### src/rtl/wp_pkg.sv
package wp_pkg;
    localparam int unsigned KEY_ADDR_LO = 32'h0000_5555;
    localparam int unsigned KEY_ADDR_HI = 32'h0000_2AAA;
    localparam logic [7:0]  KEY_FIRST   = 8'hAA;
    localparam logic [7:0]  KEY_SECOND  = 8'h55;
    localparam logic [7:0]  KEY_LOCK    = 8'hA0;
    localparam logic [7:0]  KEY_ERASE   = 8'h80;
    localparam logic [7:0]  KEY_OPEN    = 8'h20;

    typedef struct packed {
        logic first_lo;   // 0xAA at 0x5555
        logic second_hi;  // 0x55 at 0x2AAA
        logic lock_lo;    // 0xA0 at 0x5555
        logic erase_lo;   // 0x80 at 0x5555
        logic open_lo;    // 0x20 at 0x5555
    } cmd_hit_t;

    typedef enum logic [2:0] {
        PH_IDLE, PH_S1, PH_S2, PH_S3, PH_S4, PH_S5, PH_WIN
    } phase_e;

    typedef enum logic [1:0] {
        PD_NONE, PD_SET, PD_CLR
    } pend_e;

    typedef struct packed {
        phase_e phase;
        pend_e  pend;
        logic   commit;
        logic   prot;
    } trk_t;
endpackage

### src/rtl/wp_cmd_decode.sv
module wp_cmd_decode
    import wp_pkg::*;
#(
    parameter int ADDR_W = 17,
    parameter int DATA_W = 8
) (
    input  logic [ADDR_W-1:0] addr,
    input  logic [DATA_W-1:0] data,
    output cmd_hit_t          hit
);
    localparam logic [ADDR_W-1:0] A_LO = ADDR_W'(KEY_ADDR_LO);
    localparam logic [ADDR_W-1:0] A_HI = ADDR_W'(KEY_ADDR_HI);

    logic at_lo, at_hi;

    always_comb begin
        at_lo         = (addr == A_LO);
        at_hi         = (addr == A_HI);
        hit.first_lo  = at_lo && (data == DATA_W'(KEY_FIRST));
        hit.second_hi = at_hi && (data == DATA_W'(KEY_SECOND));
        hit.lock_lo   = at_lo && (data == DATA_W'(KEY_LOCK));
        hit.erase_lo  = at_lo && (data == DATA_W'(KEY_ERASE));
        hit.open_lo   = at_lo && (data == DATA_W'(KEY_OPEN));
    end
endmodule

### src/rtl/wp_seq_tracker.sv
module wp_seq_tracker
    import wp_pkg::*;
(
    input  logic     clk,
    input  logic     rst_n,
    input  logic     stb,
    input  cmd_hit_t hit,
    input  logic     done,
    input  logic     init_load,
    input  logic     init_val,
    output logic     commit,
    output logic     prot
);
    trk_t st_d, st_q;

    always_comb begin
        st_d        = st_q;
        st_d.commit = 1'b0;
        if (stb) begin
            case (st_q.phase)
                PH_IDLE: if (hit.first_lo) st_d.phase = PH_S1;
                         else st_d.commit = !st_q.prot;
                PH_S1:   if (hit.second_hi) st_d.phase = PH_S2;
                         else begin st_d.phase = PH_IDLE; st_d.commit = !st_q.prot; end
                PH_S2:   if (hit.lock_lo) begin
                             st_d.phase = PH_WIN; st_d.pend = PD_SET;
                         end else if (hit.erase_lo) st_d.phase = PH_S3;
                         else begin st_d.phase = PH_IDLE; st_d.commit = !st_q.prot; end
                PH_S3:   if (hit.first_lo) st_d.phase = PH_S4;
                         else begin st_d.phase = PH_IDLE; st_d.commit = !st_q.prot; end
                PH_S4:   if (hit.second_hi) st_d.phase = PH_S5;
                         else begin st_d.phase = PH_IDLE; st_d.commit = !st_q.prot; end
                PH_S5:   if (hit.open_lo) begin
                             st_d.phase = PH_WIN; st_d.pend = PD_CLR;
                         end else begin st_d.phase = PH_IDLE; st_d.commit = !st_q.prot; end
                PH_WIN:  st_d.commit = 1'b1;
                default: st_d.phase = PH_IDLE;
            endcase
        end
        // end of programming only acts on an open window
        if (done && st_q.phase == PH_WIN) begin
            st_d.phase = PH_IDLE;
            st_d.pend  = PD_NONE;
            if (st_q.pend == PD_SET) st_d.prot = 1'b1;
            if (st_q.pend == PD_CLR) st_d.prot = 1'b0;
        end
        if (init_load) st_d.prot = init_val;
    end

    always_ff @(posedge clk) begin
        if (!rst_n) begin
            st_q.phase  <= PH_IDLE;
            st_q.pend   <= PD_NONE;
            st_q.commit <= 1'b0;
            st_q.prot   <= init_load ? init_val : st_q.prot;
        end else begin
            st_q <= st_d;
        end
    end

    assign commit = st_q.commit;
    assign prot   = st_q.prot;
endmodule

### src/rtl/wp_guard.sv
module wp_guard
    import wp_pkg::*;
#(
    parameter  int ADDR_W  = 17,
    parameter  int DATA_W  = 8,
    parameter  int NUM_BLK = 2,
    localparam int BLK_W   = (NUM_BLK > 1) ? $clog2(NUM_BLK) : 1
) (
    input  logic               clk,
    input  logic               rst_n,
    input  logic               prot_load,
    input  logic [NUM_BLK-1:0] prot_init,
    input  logic               wr_stb,
    input  logic [BLK_W-1:0]   wr_blk,
    input  logic [ADDR_W-1:0]  wr_addr,
    input  logic [DATA_W-1:0]  wr_data,
    input  logic [NUM_BLK-1:0] prog_done,
    output logic               commit_o,
    output logic [NUM_BLK-1:0] prot_o
);
    cmd_hit_t           hit;
    logic [NUM_BLK-1:0] commit_v;

    wp_cmd_decode #(.ADDR_W(ADDR_W), .DATA_W(DATA_W)) i_decode (
        .addr (wr_addr),
        .data (wr_data),
        .hit  (hit)
    );

    for (genvar gi = 0; gi < NUM_BLK; gi++) begin : g_blk
        logic sel;
        assign sel = wr_stb && (wr_blk == BLK_W'(gi));
        wp_seq_tracker i_trk (
            .clk       (clk),
            .rst_n     (rst_n),
            .stb       (sel),
            .hit       (hit),
            .done      (prog_done[gi]),
            .init_load (prot_load),
            .init_val  (prot_init[gi]),
            .commit    (commit_v[gi]),
            .prot      (prot_o[gi])
        );
    end

    assign commit_o = |commit_v;
endmodule

### config.mk
export PLATFORM = sky130hd
export DESIGN_NAME = wp_guard
export DESIGN_NICKNAME = d
export VERILOG_FILES = /design/src/rtl/wp_pkg.sv /design/src/rtl/wp_cmd_decode.sv /design/src/rtl/wp_seq_tracker.sv /design/src/rtl/wp_guard.sv
export SDC_FILE = /design/constraint.sdc
export NUM_CORES = 1
export LEC_CHECK = 0
export BUFFER_PORTS_ARGS = -buffer_cell sky130_fd_sc_hd__buf_2
export CORE_UTILIZATION = 35
export DETAILED_ROUTE_END_ITERATION = 10
export PLACE_DENSITY = 0.59
export RECOVER_POWER = 25
export SYNTH_ARGS = -nofsm -noshare
export SYNTH_HDL_FRONTEND = slang
export SYNTH_HIERARCHICAL = 1
export SYNTH_SLANG_ARGS = --single-unit
### constraint.sdc
create_clock -name clk -period 2.34 [get_ports clk]
set_input_delay 0.117 -clock clk [delete_from_list [all_inputs] [get_ports clk]]
set_output_delay 0.117 -clock clk [all_outputs]
set_load 0.05 [all_outputs]
==> run summary, run 1 <==
The setup-violating endpoint count in the final report was 0; the number of distinct library cells after synthesis was 47. Power spread over the standard cell area amounts to 341 nW/um2. STA classifies the critical path endpoint as a flip-flop. The worst register-to-register path has a depth of 4. The share of synthesized flip-flops with an asynchronous set or reset works out to 0%. The region available for standard cell placement spans 3390 um2. The y dimension of the die came out at 61.8 um. For the DRC violation count after routing, the log shows 0. The sum of routed wire length over all layers is 3.10 mm. The via count is 1,261, and the via density per instance is 5.44. The number of antenna violations at the first check in global routing came out at 0.

The maximum fanout encountered on the critical timing path works out to 6. The critical path goes through buf_2 > or4_4 > nor4_2 > and3_1 > mux2i_1 > a22oi_1 > o211ai_1 > and4_1. The required time at the worst-slack endpoint was 2.53 ns; the number of nets in the synthesized netlist was 183. By instance count, the leading cell after synthesis is sky130_fd_sc_hd__nand2_1. The endpoint arrival time on the critical path is 2.00 ns, and the area overhead of the layout relative to synthesis is 19.7%. TritonCTS built the clock tree. The post-synthesis register bit count is 14. After clock tree synthesis, the clock-pin slew on the worst setup and hold paths is 0.09 ns. Input and output buffers added on the ports amount to 36. The cell depth of the worst min-delay path was 3. The final period demand of the worst path is 1.81 ns, and the first-pass iteration count of the detailed router is 4.

Sorting the synthesized cells by area gives the leading types as sky130_fd_sc_hd__dfxtp_1, sky130_fd_sc_hd__edfxtp_1, sky130_fd_sc_hd__o32ai_4. The worst stage delay on the critical path works out to 0.54 ns. The number of buffers and inverters on the critical path came out at 1. The logs give 0 for the count of antenna-violating nets left after detailed routing and 325 for the count of fill cells added during filler insertion. The cell sitting at the root of the clock tree is a sky130_fd_sc_hd__clkbuf_4. The depth of the CTS H-tree is 1, and the number of hold-repair buffers added at the cts stage is 0. The synthesized netlist devotes 25.0% of its cell area to compound gates.

Sorting the synthesized cells by how often they occur yields sky130_fd_sc_hd__nand2_1, sky130_fd_sc_hd__dfxtp_1, sky130_fd_sc_hd__nor2_1, sky130_fd_sc_hd__inv_1. Clock latency on the worst-skew pair, taken at its later pin, is 0.29 ns. After clock tree synthesis, the repair step resized 0 gates.

For the maximum clock rate, the log shows 0.551 GHz. The XOR/XNOR share of the synthesized area was 1.40%. Cell row count: 21. The adder-cell share of the synthesized area is 0%, and the leakage power summed over all cells is 0.581 nW. Final instance area: 1500 um2. The run finished with clean final reports. The final sum of negative setup slack is 0 ns. Across the routed clock network, the largest skew measured is 0.00921 ns. The global-route wire length before repair was 5.09 mm; the number of flops mapped to enable cells by yosys was 2. The post-route netlist has 30.6% of its cells at a drive strength greater than 1. The overall fraction of global-route tracks in use is 18.0%, and the detailed-route wire length per cell is 13.4 um. The multiplexer fraction of the synthesized cell area is 3.20%.

0 antenna diodes ended up in the layout. The worst hold path belongs to the class in2reg. The floorplan step defined a die boundary enclosing 3810 um2. The most used flip-flop cell after synthesis is sky130_fd_sc_hd__dfxtp_1. The longest clock path from root to sink contains 2 buffers. Setup repair after global routing left no endpoint under its margin.

In this run, CTS created clock tree buffers numbering 3. VDD sags by at most 0.000356 V. The logs give 60.4% for the worst slew margin relative to its limit and 6 for the number of warnings reported in the yosys synthesis log. The die is 61.8 um wide. The cell type group with the largest total delay on the critical path was simple AND/OR/NAND/NOR gates. Routability-driven placement finished with a final weighted congestion of 0.869.

In this run the mean area of a mapped cell was 8.39 um2. The area after detailed placement is 1460 um2, and the count of pins on the block boundary is 37. Final net count: 221. At the pin with the least slew margin, the transition time is 0.594 ns. On the critical path, the stage with the largest delay is an instance of sky130_fd_sc_hd__or4_4. For this configuration, the core starts out at a cell density of 36.9%. The portion of the post-synthesis area used by sequential elements was 24.0%; the final number of hold-violating endpoints was 0. The kind of critical path was in2reg.

Max-cap violations in this run came to 0. For the gate count of the mapped netlist, the log shows 149. The cell type contributing the most total cell area after synthesis was sky130_fd_sc_hd__dfxtp_1. The final worst-path cycle share was 77.6%; the maximum number of pins on one net before global-route repair was 15. The logs give 56 for the initial detailed-routing violation count and 0 for the leftover overflow at the end of global routing. Post-CTS timing repair inserted 0 buffers for setup. The critical path runs through a total of 8 cells.

The top cell type's share of synthesized area came out at 19.2%. The via count of the first global-routing pass was 1,191. For the total half-perimeter wirelength after legalization and detailed placement, the log shows 2.50 mm. The synthesized netlist occupies a cell area of 1250 um2. Summing the areas of all and, or, nand and nor instances in the mapped netlist gives 40.1% of the synthesized area.

The startpoint kind of the worst setup timing path was an input pin. The sink count of the clock tree is 14. After synthesis, the largest family of logic cells by area is simple AND/OR/NAND/NOR gates. Total count of max-transition violations in the final report: 0.
## cells in the final DEF (no fill, tap or decap), types with 3 or more instances in the layout
cell type                   n
sky130_fd_sc_hd__nor2b_1    6
sky130_fd_sc_hd__nor4_1     3
sky130_fd_sc_hd__mux2i_1    4
sky130_fd_sc_hd__o22ai_1    4
sky130_fd_sc_hd__nand2_1   13
sky130_fd_sc_hd__nor4bb_1   3
sky130_fd_sc_hd__o21ai_0    6
sky130_fd_sc_hd__buf_4      3
sky130_fd_sc_hd__or2_1      3
sky130_fd_sc_hd__nor2_1    10
sky130_fd_sc_hd__dfxtp_1   12
sky130_fd_sc_hd__inv_1      8
sky130_fd_sc_hd__a21oi_1    6
sky130_fd_sc_hd__clkbuf_4   3
sky130_fd_sc_hd__nand4_1    3
sky130_fd_sc_hd__buf_2     34
sky130_fd_sc_hd__a22oi_1    4
sky130_fd_sc_hd__nand3_1    6
## where the power goes
| group | total [mW] | internal [mW] | switching, mW |
|---|---|---|---|
| registers | 0.250 | 0.248 | 0.00205 |
| logic | 0.0835 | 0.0353 | 0.0482 |
| clock network | 0.177 | 0.0948 | 0.0822 |
## flip-flops by register name, summed over array words and instances, names as in the netlist
signal              cells
g_blk.i_trk/prot        2
g_blk.i_trk/commit      2
g_blk.i_trk/st_q       10
## through the flow
stage / std cells / hold slack (ns) / power (mW) / utilization, % / setup WS (ns)
3_5_place_dp: 228 / 0.479 / 0.340 / 43.2 / 0.234
4_1_cts: 232 / 0.169 / 0.520 / 44.2 / 0.539
2_1_floorplan: 149 / 0.274 / 0.293 / - / 0.481
5_1_grt: 232 / 0.192 / 0.538 / 44.1 / 0.371
3_3_place_gp: 228 / 0.465 / 0.337 / 43.2 / 0.295
6_report: 232 / 0.180 / 0.511 / 44.1 / 0.525
## per-layer routing
layer  share of wire (%)  global-route usage [%]  vias to the layer above
li1                    -                       -                      646
met1                  45                    20.5                      596
met2                  52                    33.6                       17
met3                 2.5                    4.55                        2
met4                0.42                    3.81                        0
met5                   0                       0                        -
## cell families after synthesis
group	count (synthesis)
buffers and inverters	14
AND/OR/NAND/NOR	77
flip-flops	14
multiplexers	4
XOR/XNOR	2
AO/OA/AOI/OAI	38
## tightest hold or removal path, delay by kind of cell
family / cells / cell delay [ns]
AO/OA/AOI/OAI: 1 / 0.08
buffers and inverters: 2 / 0.14
## cell type report
cell class	instances	area (um2)	area share, %
Sequential cell	14	300	20.1
Inverter	8	30.0	2.01
Tap cell	46	57.6	3.85
Clock buffer	4	36.3	2.42
Multi-Input combinational cell	121	872	58.3
Timing Repair Buffer	39	200	13.4
## worst paths after layout
check / startpoint / to / slack, ns
worst max-delay path: wr_addr[16] / g_blk[1].i_trk/commit$_SDFF_PN0_ / 0.53
worst min-delay path: prot_load / g_blk[1].i_trk/prot$_DFFE_PP_ / 0.18
worst max register to register: g_blk[1].i_trk/st_q[6]$_SDFFE_PP0P_ / g_blk[1].i_trk/st_q[4]$_SDFFE_PP0P_ / 0.78
worst min register to register: g_blk[1].i_trk/st_q[2]$_SDFFE_PP0P_ / g_blk[1].i_trk/st_q[2]$_SDFFE_PP0P_ / 0.59
Power figures use the tool's default switching activity.
==> run 2, diff against run 1 <==
==> constraint.sdc (replaced) <==
create_clock -name clk -period 1.9 [get_ports clk]
set_input_delay 0.095 -clock clk [delete_from_list [all_inputs] [get_ports clk]]
set_output_delay 0.095 -clock clk [all_outputs]
set_load 0.05 [all_outputs]
==> run summary, run 2 (synthesis results as in run 1) <==
The tools report the number of hold-repair buffers added at the cts stage as 0. The tools report the via count of the first global-routing pass as 1,266. In this run the remaining antenna-violating nets after routing total 0. The first TritonRoute pass finished after 4 iterations.

The logs give 0.166 ns for the final hold slack and 347 for the count of fill cells added during filler insertion. The cell chosen for the clock root is sky130_fd_sc_hd__clkbuf_4. For the worst slew margin relative to its limit, the log shows 60.6%. Once the floorplan was initialized, standard cells occupied 36.9% of the core. The part of the total power dissipated in the clock network is 28.3%, and the final net count is 235. The tools report the count of pins on the block boundary as 37. The die is 61.8 um wide. Internal power comes to 0.430 mW. The switching portion of total power was 26.7%; the number of port buffers was 36.

The logs give 0.000400 V for the worst ir drop on vdd and 0 for the post-CTS setup-driven buffer insertion count. The analysis attributes to net switching a power of 0.157 mW. After global routing the overflow that remains totals 0. TritonCTS built the clock tree. The logs give 0.569 GHz for the maximum clock rate and 3390 um2 for the core outline area. Setup repair after global routing left no endpoint under its margin. The critical path is of the in2reg type. The sink count of the clock tree is 14, and the final cell count without fillers is 245. The total placed cells including tap cells was 242. The tools report the final number of hold-violating endpoints as 0. In the final layout, the registers with the most flip-flops are g_blk.i_trk/st_q: 10 flops, g_blk.i_trk/commit: 2 flops, g_blk.i_trk/prot: 2 flops.

The endpoint arrival time on the critical path is 1.94 ns. The tool flagged a number of max-cap violations equal to 0. In this run, the combinational gates consume 19.2% of the power. The worst stage delay on the critical path was 0.53 ns. Sequential cells burn 52.5% of the power.

The signal on the critical path passes through buf_2 > or4_4 > nor4_2 > and3_1 > mux2i_1 > a22oi_1 > o211ai_1 > and4_1. The clock input transition at the sequential cells of the worst setup and hold paths works out to 0.08 ns. For the depth of the CTS H-tree, the log shows 1. STA classifies the critical path endpoint as a flip-flop. After clock tree synthesis, the repair step resized 0 gates. The commonest non-fill, non-tap cell in the layout was sky130_fd_sc_hd__buf_2. Final sum of negative setup slack: 0 ns. The sum of routed wire length over all layers is 3.24 mm, and the number of clock buffers inserted by TritonCTS is 3. The floorplan step defined a die boundary enclosing 3810 um2. Leaving out fill and tap cells, the most frequent cells in the layout are sky130_fd_sc_hd__buf_2, sky130_fd_sc_hd__buf_4, sky130_fd_sc_hd__nand2_1, sky130_fd_sc_hd__dfxtp_1, sky130_fd_sc_hd__nor2_1.

The first global-routing pass estimated 5.35 mm of wire. After detailed routing, the number of vias per cell comes to 5.34. The setup-violating endpoint count in the final report is 0, and the maximum number of pins on one net before global-route repair is 15. The via count is 1,309, and the final worst-path cycle share is 92.4%.

In this run the power density over the cells is 369 nW/um2. At the end of routability-driven placement, the weighted congestion stood at 0.816. The final period demand of the worst path came out at 1.76 ns. The cell row count was 21; the cell depth of the worst min-delay path was 3. The register containing the most flip-flops in the final layout is g_blk.i_trk/st_q.

The flow ran to the end, and the final reports show no timing, DRC or antenna violations. The measured slew at the worst slew-check pin came out at 0.594 ns. The largest individual stage delay along the critical path comes from the cell sky130_fd_sc_hd__or4_4. The maximum buffer depth of the clock tree came out at 2. The number of antenna violations at the first check in global routing was 0; the overall fraction of global-route tracks in use was 18.5%. The y dimension of the die works out to 61.8 um. The leakage power summed over all cells is 0.642 nW. Data on the critical path is required at its endpoint by 2.08 ns.

Area overhead of the layout relative to synthesis: 27.0%. The depth of the worst register-to-register path was 3. The share of final-layout standard cells stronger than drive strength 1 was 35.2%; the detailed-route wire length per cell was 13.2 um. The min-delay analysis places its worst path in the category in2reg.

The number of flip-flops in the largest register is 10. The run gives 0 as the DRC violation count after routing. Of all nets on the critical path, the largest fanout is 6. The clock arrives with 0.000358 ns of skew. 0 antenna diodes ended up in the layout. The run gives 0 as the total count of max-transition violations in the final report. The worst setup path is launched from an input pin.

The total half-perimeter wirelength after legalization and detailed placement is 2.65 mm. The initial detailed-routing violation count was 87; the clock insertion delay at the later pin of the skew report was 0.27 ns.
run 2: area by class of cell:
class / instances / area, um2 / share of cell area (%)
well taps: 46 / 57.6 / 3.62
multi-input cells: 121 / 872 / 54.9
repair buffers: 53 / 305 / 19.2
flip-flops and latches: 14 / 300 / 18.9
inverters: 8 / 30.0 / 1.89
clock buffers: 3 / 22.5 / 1.42
run 2: power by group through the flow:
stage               registers, mW  clock network, mW  logic, mW
floorplan                   0.327                  0     0.0341
global placement            0.315                  0      0.109
detailed placement          0.315                  0      0.113
CTS                         0.308              0.175      0.114
global route                0.309              0.190      0.124
finish                      0.308              0.166      0.113
run 2: path summary, 6_finish.rpt:
check / slack (ns) / startpoint / endpoint
setup / recovery: 0.14 / wr_addr[16] / g_blk[1].i_trk/commit$_SDFF_PN0_
setup reg to reg: 0.41 / g_blk[1].i_trk/st_q[5]$_SDFFE_PP0P_ / g_blk[1].i_trk/prot$_DFFE_PP_
hold reg to reg: 0.58 / g_blk[0].i_trk/st_q[2]$_SDFFE_PP0P_ / g_blk[0].i_trk/st_q[2]$_SDFFE_PP0P_
hold / removal: 0.17 / prot_load / g_blk[1].i_trk/prot$_DFFE_PP_
run 2: critical path, delay by kind of cell:
| kind | cells | cell delay [ns] |
|---|---|---|
| simple gates | 4 | 1.27 |
| compound gates | 2 | 0.34 |
| mux | 1 | 0.13 |
| buf+inv | 1 | 0.10 |
run 2: layer usage:
metal / global-route usage (%) / routed length (um) / up-vias / part of all wire [%]
met2: 33.8 / 1670 / 24 / 52
met3: 4.55 / 113 / 0 / 3.5
li1: - / - / 671 / -
met4: 1.59 / 0 / 0 / 0
met1: 22.6 / 1460 / 614 / 45
met5: 0 / 0 / - / 0
run 2: per-stage QoR:
stage	power, mW	setup slack (ns)	instance area (um2)	util, %
floorplan	0.361	0.0625	1250	-
global placement	0.424	-0.108	1570	46.3
detailed placement	0.428	-0.148	1570	46.3
CTS	0.597	0.146	1590	46.9
global route	0.622	0.0301	1590	46.8
finish	0.586	0.144	1590	46.8
==> run 3, diff against run 2 <==
--- a/config.mk
+++ b/config.mk
@@ -6,9 +6,10 @@
 export NUM_CORES = 1
 export LEC_CHECK = 0
 export BUFFER_PORTS_ARGS = -buffer_cell sky130_fd_sc_hd__buf_2
+export CORE_ASPECT_RATIO = 1.75
 export CORE_UTILIZATION = 35
 export DETAILED_ROUTE_END_ITERATION = 10
-export PLACE_DENSITY = 0.59
+export PLACE_DENSITY = 0.61
 export RECOVER_POWER = 25
 export SYNTH_ARGS = -nofsm -noshare
 export SYNTH_HDL_FRONTEND = slang
==> constraint.sdc (replaced) <==
create_clock -name clk -period 1.6 [get_ports clk]
set_input_delay 0.08 -clock clk [delete_from_list [all_inputs] [get_ports clk]]
set_output_delay 0.08 -clock clk [all_outputs]
set_load 0.05 [all_outputs]
==> run summary, run 3 (synthesis results as in run 1) <==
The count of pins on the block boundary is 37, and the measured slew at the worst slew-check pin is 0.588 ns. The final worst-path cycle share is 101%, and the power per standard cell area is 439 nW/um2. The worst register-to-register path begins at g_blk[1].i_trk/st_q[5]$_SDFFE_PP0P_. In the final layout, the registers with the most flip-flops are g_blk.i_trk/st_q: 10 flops, g_blk.i_trk/commit: 2 flops, g_blk.i_trk/prot: 2 flops.

The area overhead of the layout relative to synthesis is 47.5%, and the effective utilization at floorplan is 36.8%. The number of antenna violations at the first check in global routing was 0. At the later pin of the worst-skew pair, clock insertion delay measures 0.24 ns.

Across the VDD grid, the largest voltage drop is 0.000286 V. Setup repair after global routing could not meet its margin everywhere. The number of buffers and inverters on the critical path is 3. For the via count, the log shows 1,413.

The first routing iteration left 42 violations. In this run, placement finished with an instance count of 247. The detailed-route wire length per cell works out to 13.8 um. The register containing the most flip-flops in the final layout was g_blk.i_trk/st_q.

The cell row count was 28. The overall die width is 47.2 um, and the maximum number of pins on one net before global-route repair is 15. The count of antenna-violating nets left after detailed routing was 0; the overall fraction of global-route tracks in use was 20.3%.

STA classifies the critical path endpoint as a flip-flop. Among the stages of the critical path, the cell type that occurs most often is sky130_fd_sc_hd__buf_6. The floorplan step defined a die boundary enclosing 3820 um2. The register with the most flip-flops in the layout has 10 of them. The finished layout holds 255 standard cells, fillers aside. The tools report the first-pass iteration count of the detailed router as 5. After clock tree synthesis, the clock-pin slew on the worst setup and hold paths is 0.05 ns.

The tools report the startpoint kind of the worst setup timing path as an input pin. The run gives 0 as the max-cap violation count. In this design, the largest share of critical-path delay is due to simple AND/OR/NAND/NOR gates.

For the leftover overflow at the end of global routing, the log shows 0. Routability-driven placement finished with a final weighted congestion of 0.823. Cell chosen for the clock root: sky130_fd_sc_hd__clkbuf_8. TritonCTS built the clock tree.

The tools report the via count of the first global-routing pass as 1,400. Buffers inserted during clock tree synthesis total 3. The classification of the worst-slack hold path is in2reg. Counting along the longest clock path gives a buffer depth of 2.

Traced cell by cell, the critical path runs through buf_6 > or4_4 > buf_6 > nor4_4 > buf_4 > o21bai_2 > a22oi_2 > o211ai_1 > and4_1. The maximum fanout encountered on the critical timing path is 4. The final reports fail on negative setup slack.

After the last flow step, the layout net total stands at 246. The most critical setup path has its startpoint at wr_data[3]. The worst slew margin relative to its limit was 61.0%; the depth of the CTS H-tree was 1. The flow ran to the end, but the final reports show violations. The total half-perimeter wirelength after legalization and detailed placement is 2.71 mm, and the worst clock skew is 0.000793 ns.

Subtracting the final worst setup slack from the clock period gives 1.61 ns. The logs give 5.83 mm for the global-route wire length before repair and 0.768 nW for the leakage power summed over all cells. The clock net in this run drives a total of 14 sinks. Commonest non-fill, non-tap cell in the layout: sky130_fd_sc_hd__buf_2. In this design, the stage delay of the slowest critical-path cell is 0.54 ns. The setup-violating endpoint count in the final report is 1, and the number of port buffers is 36. In the routed design, unresolved DRC markers number 0.

The final number of hold-violating endpoints is 0. At the worst endpoint, the required time is 1.74 ns. In this run the most critical hold path is launched from prot_load. The logs give 0 for the total count of max-transition violations in the final report and 0.08 ns for the register-to-register setup slack. The post-layout worst setup margin was -0.0141 ns; the y dimension of the die was 81.1 um. Timing would allow up to 0.620 GHz.

The share of final-layout standard cells stronger than drive strength 1 was 47.1%. On the critical path, the stage with the largest delay is an instance of sky130_fd_sc_hd__or4_4. After detailed routing, the number of vias per cell comes to 5.54. In the layout the commonest cells are sky130_fd_sc_hd__buf_2, sky130_fd_sc_hd__buf_4, sky130_fd_sc_hd__nand2_1, sky130_fd_sc_hd__dfxtp_1, sky130_fd_sc_hd__nor2_1. The repair_antennas step left the layout with diodes totalling 0.

For the core outline area, the log shows 3400 um2. The final total power was 0.810 mW; the sum of routed wire length over all layers was 3.53 mm. The setup path with the least slack is of type in2reg. At the worst endpoint, the arrival time is 1.75 ns.
[run 3: power by group]
group	internal (mW)	leakage, nW	switching [mW]
Combinational	0.0789	0.630	0.0826
Clock	0.166	0.0216	0.116
Sequential	0.364	0.116	0.00279
Total	0.609	0.768	0.201
[run 3: final timing paths]
kind              cells after the start                                  end
setup / recovery                      9     g_blk[0].i_trk/commit$_SDFF_PN0_
hold / removal                        3        g_blk[1].i_trk/prot$_DFFE_PP_
setup reg to reg                      3        g_blk[1].i_trk/prot$_DFFE_PP_
hold reg to reg                       2  g_blk[1].i_trk/st_q[2]$_SDFFE_PP0P_
[run 3: what timing repair did]
action / CTS / global route
pin swaps: 9 / 16
buffers inserted: 1 / 4
gates cloned: 0 / 0
gates resized for setup: 4 / 19
endpoints found under the setup margin: 7 / 12
hold buffers: 0 / 0
[run 3: worst register-to-register path, stage by stage, from the launching register on]
cell	delay [ns]
sky130_fd_sc_hd__dfxtp_1	0.57
sky130_fd_sc_hd__nor2b_1	0.27
sky130_fd_sc_hd__nand3_1	0.16
sky130_fd_sc_hd__o21ai_0	0.21
[run 3: layout make-up]
cell class	count	area (um2)
fillers	326	1550
multi-input cells	121	986
repair buffers	64	430
flip-flops and latches	14	300
well taps	45	56.3
clock buffers	3	41.3
inverters	8	30.0
[run 3: metrics by stage]
stage          hold WS [ns]  setup WS [ns]  instance area, um2  util [%]  setup TNS [ns]
6_report              0.185        -0.0141                1840      54.3         -0.0141
5_1_grt               0.204        -0.0969                1840      54.3          -0.350
4_1_cts               0.192        -0.0156                1720      50.6         -0.0310
3_5_place_dp          0.440         -0.375                1650      48.4           -3.11
3_3_place_gp          0.426         -0.308                1650      48.4           -2.55
2_1_floorplan         0.237         -0.133                1270         -          -0.267
[run 3: layer usage]
metal / wire (um) / vias to the layer above / GRT usage (%) / part of all wire [%]
met1: 1320 / 662 / 22.0 / 37
met2: 2000 / 54 / 37.1 / 57
met3: 128 / 6 / 1.11 / 3.6
met5: 0 / - / 0 / 0
li1: - / 691 / - / -
met4: 76 / 0 / 10.6 / 2.2
